`config.mk`:
```
export PLATFORM = sky130hd
export DESIGN_NAME = sqmon_top
export DESIGN_NICKNAME = d
export VERILOG_FILES = /design/src/rtl/sqmon_pkg.sv /design/src/rtl/sqmon_trigger.sv /design/src/rtl/sqmon_response.sv /design/src/rtl/sqmon_pulse.sv /design/src/rtl/sqmon_top.sv
export SDC_FILE = /design/constraint.sdc
export NUM_CORES = 1
export LEC_CHECK = 0
export BUFFER_PORTS_ARGS = -buffer_cell sky130_fd_sc_hd__buf_2
export CAP_MARGIN = 25
export CORE_AREA = 2 2 39 41
export DETAILED_ROUTE_END_ITERATION = 6
export DIE_AREA = 0 0 41 43
export PLACE_DENSITY = 0.56
export SYNTH_ARGS = -nofsm -noshare
export SYNTH_HDL_FRONTEND = slang
export SYNTH_HIERARCHICAL = 1
export SYNTH_SLANG_ARGS = --single-unit
```
`constraint.sdc`:
```
create_clock -name clk -period 1.6 [get_ports clk]
set_input_delay 0.08 -clock clk [delete_from_list [all_inputs] [get_ports clk]]
set_output_delay 0.08 -clock clk [all_outputs]
set_load 0.05 [all_outputs]
```
`src/rtl/sqmon_pkg.sv`:
```
package sqmon_pkg;

  // Trigger matcher phases
  typedef enum logic [1:0] {
    TS_IDLE = 2'd0,
    TS_REQ  = 2'd1,
    TS_ACK  = 2'd2,
    TS_BEAT = 2'd3
  } trig_state_e;

  // Per-cycle verdict of the response checker
  typedef enum logic [1:0] {
    RV_NONE = 2'd0,
    RV_PASS = 2'd1,
    RV_FAIL = 2'd2
  } verdict_e;

endpackage

```
`src/rtl/sqmon_trigger.sv`:
```
module sqmon_trigger
  import sqmon_pkg::*;
#(
  parameter int WR_BEATS = 4
) (
  input  logic clk,
  input  logic rst_n,
  input  logic enable,
  input  logic req_i,
  input  logic ack_i,
  input  logic wr_i,
  output logic fire
);

  localparam int CW = (WR_BEATS < 2) ? 1 : $clog2(WR_BEATS + 1);
  localparam logic [CW-1:0] LAST_BEAT = CW'(WR_BEATS - 1);

  trig_state_e     state_q, state_d;
  logic [CW-1:0]   cnt_q, cnt_d;

  always_comb begin
    state_d = state_q;
    cnt_d   = cnt_q;
    fire    = 1'b0;
    if (!enable) begin
      state_d = TS_IDLE;
      cnt_d   = '0;
    end else begin
      unique case (state_q)
        TS_IDLE: begin
          if (req_i) state_d = TS_REQ;
        end
        TS_REQ: begin
          // acknowledge closes the request run, even with req still high
          if (ack_i)      state_d = TS_ACK;
          else if (req_i) state_d = TS_REQ;
          else            state_d = TS_IDLE;
        end
        TS_ACK: begin
          if (wr_i) begin
            if (WR_BEATS == 1) begin
              fire    = 1'b1;
              state_d = TS_IDLE;
              cnt_d   = '0;
            end else begin
              state_d = TS_BEAT;
              cnt_d   = CW'(1);
            end
          end else begin
            state_d = req_i ? TS_REQ : TS_IDLE;
            cnt_d   = '0;
          end
        end
        TS_BEAT: begin
          if (wr_i) begin
            if (cnt_q == LAST_BEAT) begin
              fire    = 1'b1;
              state_d = TS_IDLE;
              cnt_d   = '0;
            end else begin
              cnt_d = cnt_q + CW'(1);
            end
          end else begin
            state_d = req_i ? TS_REQ : TS_IDLE;
            cnt_d   = '0;
          end
        end
        default: begin
          state_d = TS_IDLE;
          cnt_d   = '0;
        end
      endcase
    end
  end

  always_ff @(posedge clk) begin
    if (!rst_n) begin
      state_q <= TS_IDLE;
      cnt_q   <= '0;
    end else begin
      state_q <= state_d;
      cnt_q   <= cnt_d;
    end
  end

endmodule

```
`src/rtl/sqmon_response.sv`:
```
module sqmon_response
  import sqmon_pkg::*;
(
  input  logic     clk,
  input  logic     rst_n,
  input  logic     start,
  input  logic     req_i,
  input  logic     hold_i,
  input  logic     done_i,
  output logic     busy,
  output verdict_e verdict
);

  logic busy_d;

  always_comb begin
    verdict = RV_NONE;
    if (busy) begin
      if (done_i)               verdict = RV_PASS;
      else if (hold_i && !req_i) verdict = RV_NONE;
      else                      verdict = RV_FAIL;
    end
    busy_d = start | (busy & (verdict == RV_NONE));
  end

  always_ff @(posedge clk) begin
    if (!rst_n) busy <= 1'b0;
    else        busy <= busy_d;
  end

endmodule

```
`src/rtl/sqmon_pulse.sv`:
```
module sqmon_pulse
  import sqmon_pkg::*;
(
  input  logic     clk,
  input  logic     rst_n,
  input  verdict_e verdict,
  output logic     pass_o,
  output logic     fail_o
);

  always_ff @(posedge clk) begin
    if (!rst_n) begin
      pass_o <= 1'b0;
      fail_o <= 1'b0;
    end else begin
      pass_o <= (verdict == RV_PASS);
      fail_o <= (verdict == RV_FAIL);
    end
  end

endmodule

```
`src/rtl/sqmon_top.sv`:
```
module sqmon_top
  import sqmon_pkg::*;
#(
  parameter int WR_BEATS = 4
) (
  input  logic clk,
  input  logic rst_n,
  input  logic req_i,
  input  logic ack_i,
  input  logic wr_i,
  input  logic hold_i,
  input  logic done_i,
  output logic pass_o,
  output logic fail_o
);

  logic     trig_fire;
  logic     resp_busy;
  verdict_e resp_verdict;

  // trigger search is suspended while a response is pending
  sqmon_trigger #(.WR_BEATS(WR_BEATS)) u_trig (
    .clk    (clk),
    .rst_n  (rst_n),
    .enable (!resp_busy),
    .req_i  (req_i),
    .ack_i  (ack_i),
    .wr_i   (wr_i),
    .fire   (trig_fire)
  );

  sqmon_response u_resp (
    .clk     (clk),
    .rst_n   (rst_n),
    .start   (trig_fire),
    .req_i   (req_i),
    .hold_i  (hold_i),
    .done_i  (done_i),
    .busy    (resp_busy),
    .verdict (resp_verdict)
  );

  sqmon_pulse u_pulse (
    .clk     (clk),
    .rst_n   (rst_n),
    .verdict (resp_verdict),
    .pass_o  (pass_o),
    .fail_o  (fail_o)
  );

endmodule

```
**Word-level counts from Yosys, hierarchy flattened**

Cells that the tools add are included.

- Add/subtract/negate cells: 1
- Equal/unequal tests: 8
- Mux-type cells: 18
- Bitwise operators: 3
- Reduce and logical (&&, ||, !) cells: 7

Operators with widths:

| cell | number |
|---|---|
| $mux W2 | 8 |
| $pmux W2 S4 | 1 |
| $eq A2 B2 Y1 const B | 3 |
| $mux W1 | 6 |
| $mux W3 | 2 |
| $pmux W3 S2 | 1 |
| $eq A2 B1 Y1 const B | 2 |
| $logic_not A2 Y1 | 2 |
| $add A3 B1 Y3 const B | 1 |
| $eq A3 B2 Y1 const B | 1 |
| $ne A3 B2 Y1 const B | 1 |
| $ne A2 B2 Y1 const B | 1 |
| $reduce_and A2 Y1 | 1 |
| $reduce_bool A2 Y1 | 1 |
| $reduce_or A2 Y1 | 1 |
| $and A1 B1 Y1 | 1 |
| $logic_and A1 B1 Y1 | 1 |
| $logic_not A1 Y1 | 1 |
| $not A1 Y1 | 1 |
| $or A1 B1 Y1 | 1 |

- Register bits after elaboration: 8
- Input bits: 7
- Output and inout bits: 2

**Depth between registers and ports, before layout**

Gate-level depths: netlist of the first run.

- Depth after elaboration: 8
- Gate-level depth with buffers: 4
- Mapped depth without buffers: 4

**Cells and area by module**

Netlist of the first run, hierarchy kept.

Modules (own cells, without submodules):

| module | instances | cells an instance | area each (um^2) | sequential area each (um^2) |
|---|---|---|---|---|
| sqmon_trigger | 1 | 28 | 250.2 | 100.1 |
| sqmon_response | 1 | 6 | 61.3 | 20.0 |
| sqmon_pulse | 1 | 4 | 57.6 | 40.0 |
| sqmon_top | 1 | 1 | 3.8 | 0.0 |

**Worst setup path after synthesis of the first run**

OpenSTA, ideal clock, no wires.

- Path kind: register to register
- From: register u_trig.cnt_q[0]
- To: register u_trig.cnt_q[0]
- Library setup time: 78 ps
- Data arrival time: 1050 ps
- Required time: 1522 ps
- Setup slack: 473 ps
- Cell stages (with the launch flop): 5
- Clock period less this slack: 1127 ps
- Cells stage by stage: dfxtp_1 > ha_1 > nor2b_1 > o311a_1 > nor3_1

- Cells in the longest elaborated chain, start to end: 4
- Elaborated cells on any way between the ends: 5

Ends and longest elaborated chain:

| what | RTL line | source |
|---|---|---|
| start, declared | sqmon_trigger.sv:19 | `logic [CW-1:0] cnt_q, cnt_d;` |
| start signal, assigned | sqmon_trigger.sv:82 | `cnt_q <= cnt_d;` |
| $add A3 B1 Y3 / $eq A3 B2 Y1 (equally long branches) | sqmon_trigger.sv:61, sqmon_trigger.sv:56 |  |
| $mux W3 (*) | sqmon_trigger.sv:56 | `if (cnt_q == LAST_BEAT) begin` |
| $mux W3 (*) | sqmon_trigger.sv:55 | `if (wr_i) begin` |
| $pmux W3 S2 (*) | sqmon_trigger.sv:29 | `unique case (state_q)` |

Every way passes the cells marked *; elsewhere a longest branch is shown, timed or not.
A chain may end at the register's enable or synchronous reset.

**Worst setup path in the final report of the first run**

Same ends and word-level chain as after synthesis.

==> results.txt, run 1 <==
fmax - 0.830 GHz
post-cts resize count - 0
Comb pwr share - 7.6%
most crowded layer after global routing - met1
Synth Area in Simple Gates - 34.2%
initial core utilization - 26.9%
WL final - 643 um
worst-case clock buffer depth - 2
count of final hold-check violations - 0
Min-Delay Path Class - in -> reg
Residual DRC - 0
Synth Area in XOR/XNOR - 0%
gr usage total - 9.87%
part of the power in registers - 53.3%
adder-cell area share of the yosys netlist - 3.36%
clock network power share - 39.2%
die height - 43 um
postcts setup bufs - 0
Final GP Congestion - 0.745
CP cell instances - ha_1 -> nor2b_1 -> o311a_1 -> nor3_1
Pwr Total - 0.389 mW
worst vdd ir - 0.296 mV
total die area - 1760 um^2
clk_skew - 0.00215 ns
Placeable Area - 1380 um^2
FF+latch count, synth - 8
final cell count without fillers - 66
Syn Nets - 47
clock slew at reported path FFs - 0.05 ns
post-synthesis sequential area ratio - 43.0%
Slowest cell on crit path - dfxtp_1
sink count of the clock tree - 8
Max-slew headroom - 83.7%
mux share of post-synthesis cell area - 3.02%
Slew Viols, Final - 0
GR Util met3 - 3.14%
vias in the first global route - 266
share of cells above drive strength 1 - 32.0%
dpl cells - 63
shortest period the worst path allows - 1.20 ns
crit path launch type - register
CTS tree - built
Cell Area, Placed - 433 um^2
Pleak - 0.200 nW
CTS buffer count - 3
antenna-violating nets left - 0
Clk Latency, worst-skew pair - 0.25 ns
post-synth cell types - 24
Period Utilization, post-route - 75.3%
htree depth - 1
Mapped Cells - 39
synthesized area per cell - 9.56 um^2
Ys Warns - 6
initial antenna violation count - 0
Iter 0 DRT Violations - 5
IO buf count - 8
first-pass GRT wire length - 1080 um
final-report setup violation count - 0
max cap viols - 0
met2 Use GR - 10.9%
grt total ovfl - 0
status - complete, no violations
Switch Pwr - 0.0851 mW
clock root cell - clkbuf_4
n_diodes - 0
slowest stage delay, CP - 0.32 ns
Syn Std Cell Area - 373 um^2
met1 Use GR - 12.7%
internal power - 0.304 mW
final worst slack - 0.395 ns
Critical Path RT - 1.78 ns
Die Width - 41 um
IO Pins - 9
critical path type - reg -> reg
dpl ws - 0.420 ns
PwrDens - 854 nW/um^2
Final nets - 60
TNS Setup - 0 ns
cts hold-fix bufs - 0
Tightest Pin Transition - 0.247 ns
design area - 455 um^2
routed vias - 325
main combinational cell family by area after synthesis - simple AND/OR/NAND/NOR gates
DR WL/cell - 9.74 um
RSZ-0062 raised after global routing - false
Core Rows - 14
CP arrival - 1.38 ns
Synth Area in Compound Gates - 14.4%
vias per cell - 4.92
CP max FO - 3
Layout area overhead - 22.1%
largest net degree at the start of global routing - 8
critical path endpoint category - register
Sw Ratio - 21.9%
DRT Pass-1 Iters - 4
path summary, 6_finish.rpt:
check / startpoint / endpoint / slack, ns / cells after the start
worst max register to register: u_trig/cnt_q[0]$_SDFFE_PN0P_ / u_trig/cnt_q[0]$_SDFFE_PN0P_ / 0.40 / 4
worst min-delay path: rst_n / u_resp/busy$_SDFF_PN0_ / 0.11 / 2
worst min register to register: u_trig/cnt_q[2]$_SDFFE_PN0P_ / u_trig/cnt_q[2]$_SDFFE_PN0P_ / 0.49 / 1
worst max-delay path: u_trig/cnt_q[0]$_SDFFE_PN0P_ / u_trig/cnt_q[0]$_SDFFE_PN0P_ / 0.40 / 4
cells in the mapped netlist:
master    count  area, um^2
a21oi_1       2        10.0
and2_2        1        7.51
and3_1        1        6.26
and3_2        1        7.51
and3b_1       2        17.5
and4_1        1        8.76
and4bb_2      1        12.5
dfxtp_1       8         160
ha_1          1        12.5
inv_1         2        7.51
mux2_2        1        11.3
nand2_1       3        11.3
nand2b_1      2        12.5
nand3_1       1        5.00
nor2_1        2        7.51
nor2b_1       2        12.5
nor3_1        1        5.00
nor3b_1       1        7.51
o21a_1        1        7.51
o21ai_0       1        5.00
o22ai_2       1        12.5
o311a_1       1        10.0
o32ai_1       1        8.76
or3_1         1        6.26
placed cells by master, fill, tap and decap left out, types with 2 or more instances in the layout:
master	netlist	layout
buf_2	0	8
and3b_1	2	2
nor2_1	2	2
inv_1	2	2
nand2b_1	2	2
nand2_1	3	3
clkbuf_4	0	3
dfxtp_1	8	8
nor2b_1	2	2
a21oi_1	2	2
power groups by stage:
stage	Combinational [mW]	Sequential, mW	Clock (mW)
global placement	0.0299	0.211	0
detailed placement	0.0293	0.211	0
CTS	0.0296	0.207	0.160
floorplan	0.0162	0.210	0
finish	0.0294	0.207	0.152
global route	0.0330	0.208	0.169
state kept, by name, indices dropped and copies added (netlist names):
signal          count
u_trig/cnt_q        3
u_trig/state_q      2
u_pulse/fail_o      1
u_pulse/pass_o      1
u_resp/busy         1
worst max-delay path: cells and delay by family (launching register included):
family                     cells  cell delay [ns]
and+or+nand+nor                2             0.32
DFF                            1             0.32
AOI/OAI and AO/OA              1             0.28
adders and majority gates      1             0.20
layout make-up:
class / instances / area (um^2)
multi-input combinational: 29 / 205
sequential: 8 / 160
fill: 152 / 928
tap: 16 / 20.0
clock buffer: 3 / 22.5
timing repair buffer: 8 / 40.0
inverter: 2 / 7.51
per-stage QoR:
step,hold WS [ns],utilization [%]
5_1_grt,0.100,32.9
3_3_place_gp,0.358,31.3
2_1_floorplan,0.197,-
3_5_place_dp,0.367,31.3
6_report,0.106,32.9
4_1_cts,0.100,32.9
kinds of logic after synthesis:
kind of cell / after synthesis
AOI/OAI and AO/OA: 7
adders and majority gates: 1
buffers and inverters: 2
DFF: 8
muxes: 1
and+or+nand+nor: 20
routing by layer:
layer  vias up  share of wire (%)
met5         -                  0
met4         0                6.2
met3         4                4.4
met2        10                 41
met1       141                 49
li1        170                  -
(Power assumes the default switching activity.)
==> inputs of run 2 (changes only) <==
==> constraint.sdc (replaced) <==
create_clock -name clk -period 1.15 [get_ports clk]
set_input_delay 0.0575 -clock clk [delete_from_list [all_inputs] [get_ports clk]]
set_output_delay 0.0575 -clock clk [all_outputs]
set_load 0.05 [all_outputs]
==> run 2 against run 1 <==
  * Worst setup slack got worse by 0.39 ns
  * Cell count increased by 4.5%
  * Core utilization increased by 3.3 points
  * Clock power increased by 45%
  * Register-to-register slack got worse by 0.39 ns
  * Sequential power increased by 39%
  * Combinational power increased by 72%
  * Design area increased by 9.9%
  * Clock skew increased by 0.0041 ns
  * Count of clock-buffer cells in the layout unchanged
  * Worst hold slack got worse by 0.025 ns
==> results.txt, run 2 (synthesized netlist as in run 1, its figures left out) <==
CP cell instances - ha_4 -> nor2b_4 -> o311a_1 -> nor3_1
Residual DRC - 0
Reg2Reg Capture Point - u_trig/cnt_q[0]$_SDFFE_PN0P_
WL final - 766 um
final cell count without fillers - 69
postcts setup bufs - 0
final hold slack - 0.0805 ns
grt total ovfl - 0
Tightest Pin Transition - 0.247 ns
Min-Delay Path Class - in -> reg
fmax - 0.875 GHz
shortest period the worst path allows - 1.14 ns
Slowest cell on crit path - dfxtp_2
commonest non-fill, non-tap cell in the layout - buf_2
IO buf count - 8
Top Registers - u_trig/cnt_q x3, u_trig/state_q x2
max reg flops - 3
sink count of the clock tree - 8
worst-case clock buffer depth - 2
DR WL/cell - 11.1 um
Core Rows - 14
routed vias - 328
max cap viols - 0
clock slew at reported path FFs - 0.06 ns
status - complete, no violations
share of cells above drive strength 1 - 43.4%
clk_skew - 0.00621 ns
Die Width - 41 um
final-report setup violation count - 0
Critical Path RT - 1.33 ns
largest register by flop count - u_trig/cnt_q
commonest cells after routing, fill and taps aside - 8 x buf_2, 6 x dfxtp_1, 3 x clkbuf_4, 3 x nand2_1, 3 x buf_4
Levels on crit path - 4
vias per cell - 4.75
htree depth - 1
PwrDens - 1120 nW/um^2
CP max FO - 3
Clk Latency, worst-skew pair - 0.25 ns
delay-heaviest family, CP - flip-flops
slowest stage delay, CP - 0.34 ns
CP arrival - 1.32 ns
vias in the first global route - 313
n_diodes - 0
CTS buffer count - 3
Met2 Wirelength - 390 um
count of final hold-check violations - 0
critical path endpoint category - register
die height - 43 um
antenna-violating nets left - 0
Layout area overhead - 34.2%
Final nets - 63
final worst slack - 0.00676 ns
Final Core Density - 36.2%
WL met1 - 362 um
critical path type - reg -> reg
Placeable Area - 1380 um^2
dpl cells - 66
FF-to-FF Start - u_trig/cnt_q[0]$_SDFFE_PN0P_
CTS tree - built
Iter 0 DRT Violations - 4
clock root cell - clkbuf_4
initial antenna violation count - 0
initial core utilization - 26.9%
critical path startpoint - u_trig/cnt_q[0]$_SDFFE_PN0P_
dpl ws - -0.0226 ns
Top Metal Used - met3
RSZ-0062 raised after global routing - true
FF-to-FF setup slack - 0.007 ns
metal3 WL - 13 um
worst vdd ir - 0.462 mV
Slew Viols, Final - 0
total die area - 1760 um^2
Max-slew headroom - 83.6%
TNS Setup - 0 ns
Worst R2R Path Depth - 4
hold_sp - rst_n
crit path launch type - register
first-pass GRT wire length - 1220 um
gr usage total - 10.3%
Pleak - 0.214 nW
DRT Pass-1 Iters - 2
largest net degree at the start of global routing - 7
IO Pins - 9
Final GP Congestion - 0.729
WP buf/inv - 0
worst setup path end - u_trig/cnt_q[0]$_SDFFE_PN0P_
Period Utilization, post-route - 99.4%
DP HPWL - 571 um
[run 2: power breakdown]
part           leakage (nW)  switching, mW  internal (mW)
clock network        0.0138          0.101          0.120
logic                 0.134         0.0237         0.0268
registers            0.0658        0.00554          0.283
total                 0.214          0.130          0.430
[run 2: metrics by stage]
step,total power [mW],area [um^2]
2_1_floorplan,0.315,373
3_3_place_gp,0.342,455
3_5_place_dp,0.343,455
4_1_cts,0.564,489
5_1_grt,0.592,500
6_report,0.560,500
[run 2: layer usage]
layer,track usage (%),vias up
met5,0,-
met3,3.14,0
met1,13.4,152
met2,14.4,4
li1,-,172
met4,6.00,0
[run 2: what timing repair did]
action	CTS	global route
pin swaps	1	1
gates resized for setup	4	2
hold buffers	0	0
endpoints found under the setup margin	2	1
[run 2: layout make-up]
class                      count  area, um^2
fill                         139         883
timing repair buffer          11        62.6
multi-input combinational     29         225
tap                           16        20.0
sequential                     8         163
inverter                       2        7.51
clock buffer                   3        22.5
[run 2: worst min-delay path by stage]
stage,end,slack [ns],cells after the start
after floorplan,u_resp/busy$_SDFF_PN0_,0.17,1
after global routing,u_resp/busy$_SDFF_PN0_,0.08,2
after CTS,u_resp/busy$_SDFF_PN0_,0.07,2
final,u_resp/busy$_SDFF_PN0_,0.08,2
after global placement,u_resp/busy$_SDFF_PN0_,0.34,2
after detailed placement,u_resp/busy$_SDFF_PN0_,0.33,2
==> inputs of run 3 (changes only) <==
--- a/config.mk
+++ b/config.mk
@@ -11,6 +11,7 @@
 export DETAILED_ROUTE_END_ITERATION = 6
 export DIE_AREA = 0 0 41 43
 export PLACE_DENSITY = 0.56
+export SETUP_SLACK_MARGIN = 0.05
 export SYNTH_ARGS = -nofsm -noshare
 export SYNTH_HDL_FRONTEND = slang
 export SYNTH_HIERARCHICAL = 1
==> run 3 against run 2 <==
  * Largest cell class unchanged
  * Routed wire length rose by 5.4%
  * Critical path type unchanged
  * Critical endpoint unchanged
  * Design area rose by 1.0%
  * First-iteration DRC count fell by 25%
  * Combinational power rose by 5.3%
  * Cell count did not move
  * Highest routed layer is now met4
  * Sequential share of layout area fell by 0.32 points
  * Die area did not move
  * Flip-flop and latch count did not move
  * Clock skew fell by 0.0057 ns
  * Via count rose by 2.1%
  * Register-to-register slack improved by 0.02 ns
==> results.txt, run 3 (synthesized netlist as in run 1, its figures left out) <==
largest register by flop count - u_trig/cnt_q
Die Width - 41 um
Slew Viols, Final - 0
sink count of the clock tree - 8
count of final hold-check violations - 0
worst-case clock buffer depth - 2
final worst slack - 0.0273 ns
Final nets - 63
total die area - 1760 um^2
worst setup path end - u_trig/cnt_q[0]$_SDFFE_PN0P_
max reg flops - 3
most crowded layer after global routing - met1
Reg2Reg Capture Point - u_trig/cnt_q[0]$_SDFFE_PN0P_
RSZ-0062 raised after global routing - true
share of cells above drive strength 1 - 45.3%
initial antenna violation count - 0
n_diodes - 0
critical path endpoint category - register
antenna-violating nets left - 0
GR Util met3 - 7.85%
final-report setup violation count - 0
vias per cell - 4.86
met2 Use GR - 13.4%
Cell Area, Placed - 448 um^2
Iter 0 DRT Violations - 3
Pwr Total - 0.547 mW
Pleak - 0.214 nW
final cell count without fillers - 69
clock root cell - clkbuf_4
initial core utilization - 26.9%
clk_skew - 0.000513 ns
Tightest Pin Transition - 0.247 ns
design area - 505 um^2
critical path type - reg -> reg
DRT Pass-1 Iters - 4
largest net degree at the start of global routing - 7
vias in the first global route - 289
dpl ws - 0.00611 ns
cts hold-fix bufs - 0
Top Registers - u_trig/cnt_q x3, u_trig/state_q x2
Critical Path RT - 1.31 ns
crit path launch type - register
gr usage total - 11.0%
Worst R2R Path Depth - 4
Residual DRC - 0
DP HPWL - 539 um
worst vdd ir - 0.464 mV
WL final - 807 um
CTS tree - built
met1 Use GR - 14.5%
shortest period the worst path allows - 1.12 ns
critical path startpoint - u_trig/cnt_q[1]$_SDFFE_PN0P_
IO Pins - 9
grt total ovfl - 0
DR WL/cell - 11.7 um
commonest cells after routing, fill and taps aside - 8 x buf_2, 6 x dfxtp_1, 3 x clkbuf_4, 3 x nand2_1, 3 x buf_4
clock slew at reported path FFs - 0.05 ns
Period Utilization, post-route - 97.6%
CTS buffer count - 3
IO buf count - 8
commonest non-fill, non-tap cell in the layout - buf_2
Max-slew headroom - 83.7%
status - complete, no violations
Final Core Density - 36.5%
Placeable Area - 1380 um^2
FF-to-FF setup slack - 0.03 ns
Layout area overhead - 35.6%
htree depth - 1
routed vias - 335
CP arrival - 1.28 ns
Clk Latency, worst-skew pair - 0.25 ns
Final GP Congestion - 0.757
FF-to-FF Start - u_trig/cnt_q[1]$_SDFFE_PN0P_
first-pass GRT wire length - 1230 um
Core Rows - 14
fmax - 0.891 GHz
dpl cells - 65
die height - 43 um
CP max FO - 3
max cap viols - 0
PwrDens - 1080 nW/um^2
Min-Delay Path Class - in -> reg
[run 3: cell counts in the layout (fill, tap and decap cells not counted)]
No cell type changed its count.
[run 3: worst min-delay path by stage]
stage                                         to  startpoint  slack, ns  depth (start not counted)
after floorplan           u_resp/busy$_SDFF_PN0_       rst_n       0.17                          1
after global placement    u_resp/busy$_SDFF_PN0_       rst_n       0.34                          2
after detailed placement  u_resp/busy$_SDFF_PN0_       rst_n       0.35                          2
after CTS                 u_resp/busy$_SDFF_PN0_       rst_n       0.08                          2
after global routing      u_resp/busy$_SDFF_PN0_       rst_n       0.09                          2
final                     u_resp/busy$_SDFF_PN0_       rst_n       0.09                          2
[run 3: critical path, cell delays in order (launching register included)]
cell	delay [ns]
dfxtp_2	0.33
ha_4	0.15
nor2b_4	0.12
o311a_1	0.30
nor3_2	0.13
[run 3: per-layer routing]
layer / up-vias / routed length, um
met5: - / 0
met4: 0 / 17
met3: 2 / 77
met2: 15 / 367
met1: 146 / 344
li1: 172 / -
[run 3: layout make-up]
cell class / count / area, um^2
multi-input cells: 29 / 230
well taps: 16 / 20.0
inverters: 2 / 7.51
repair buffers: 11 / 62.6
fillers: 144 / 878
clock buffers: 3 / 22.5
flip-flops and latches: 8 / 163
[run 3: stage by stage]
step | TNS (ns) | hold WS [ns]
4_1_cts | 0 | 0.0849
3_5_place_dp | 0 | 0.349
5_1_grt | -0.0187 | 0.0874
6_report | 0 | 0.0897
3_3_place_gp | 0 | 0.343
2_1_floorplan | 0 | 0.175
[run 3: power by group]
group | internal [mW] | switching, mW | leakage, nW | total (mW)
clock network | 0.119 | 0.0863 | 0.0138 | 0.205
registers | 0.283 | 0.00505 | 0.0658 | 0.288
logic | 0.0275 | 0.0257 | 0.134 | 0.0532
[run 3: timing repair]
item	in CTS	in global routing
gates resized for setup	4	3
setup buffers	1	0
endpoints found under the hold margin	0	0
pin swaps	2	1
endpoints found under the setup margin	5	5
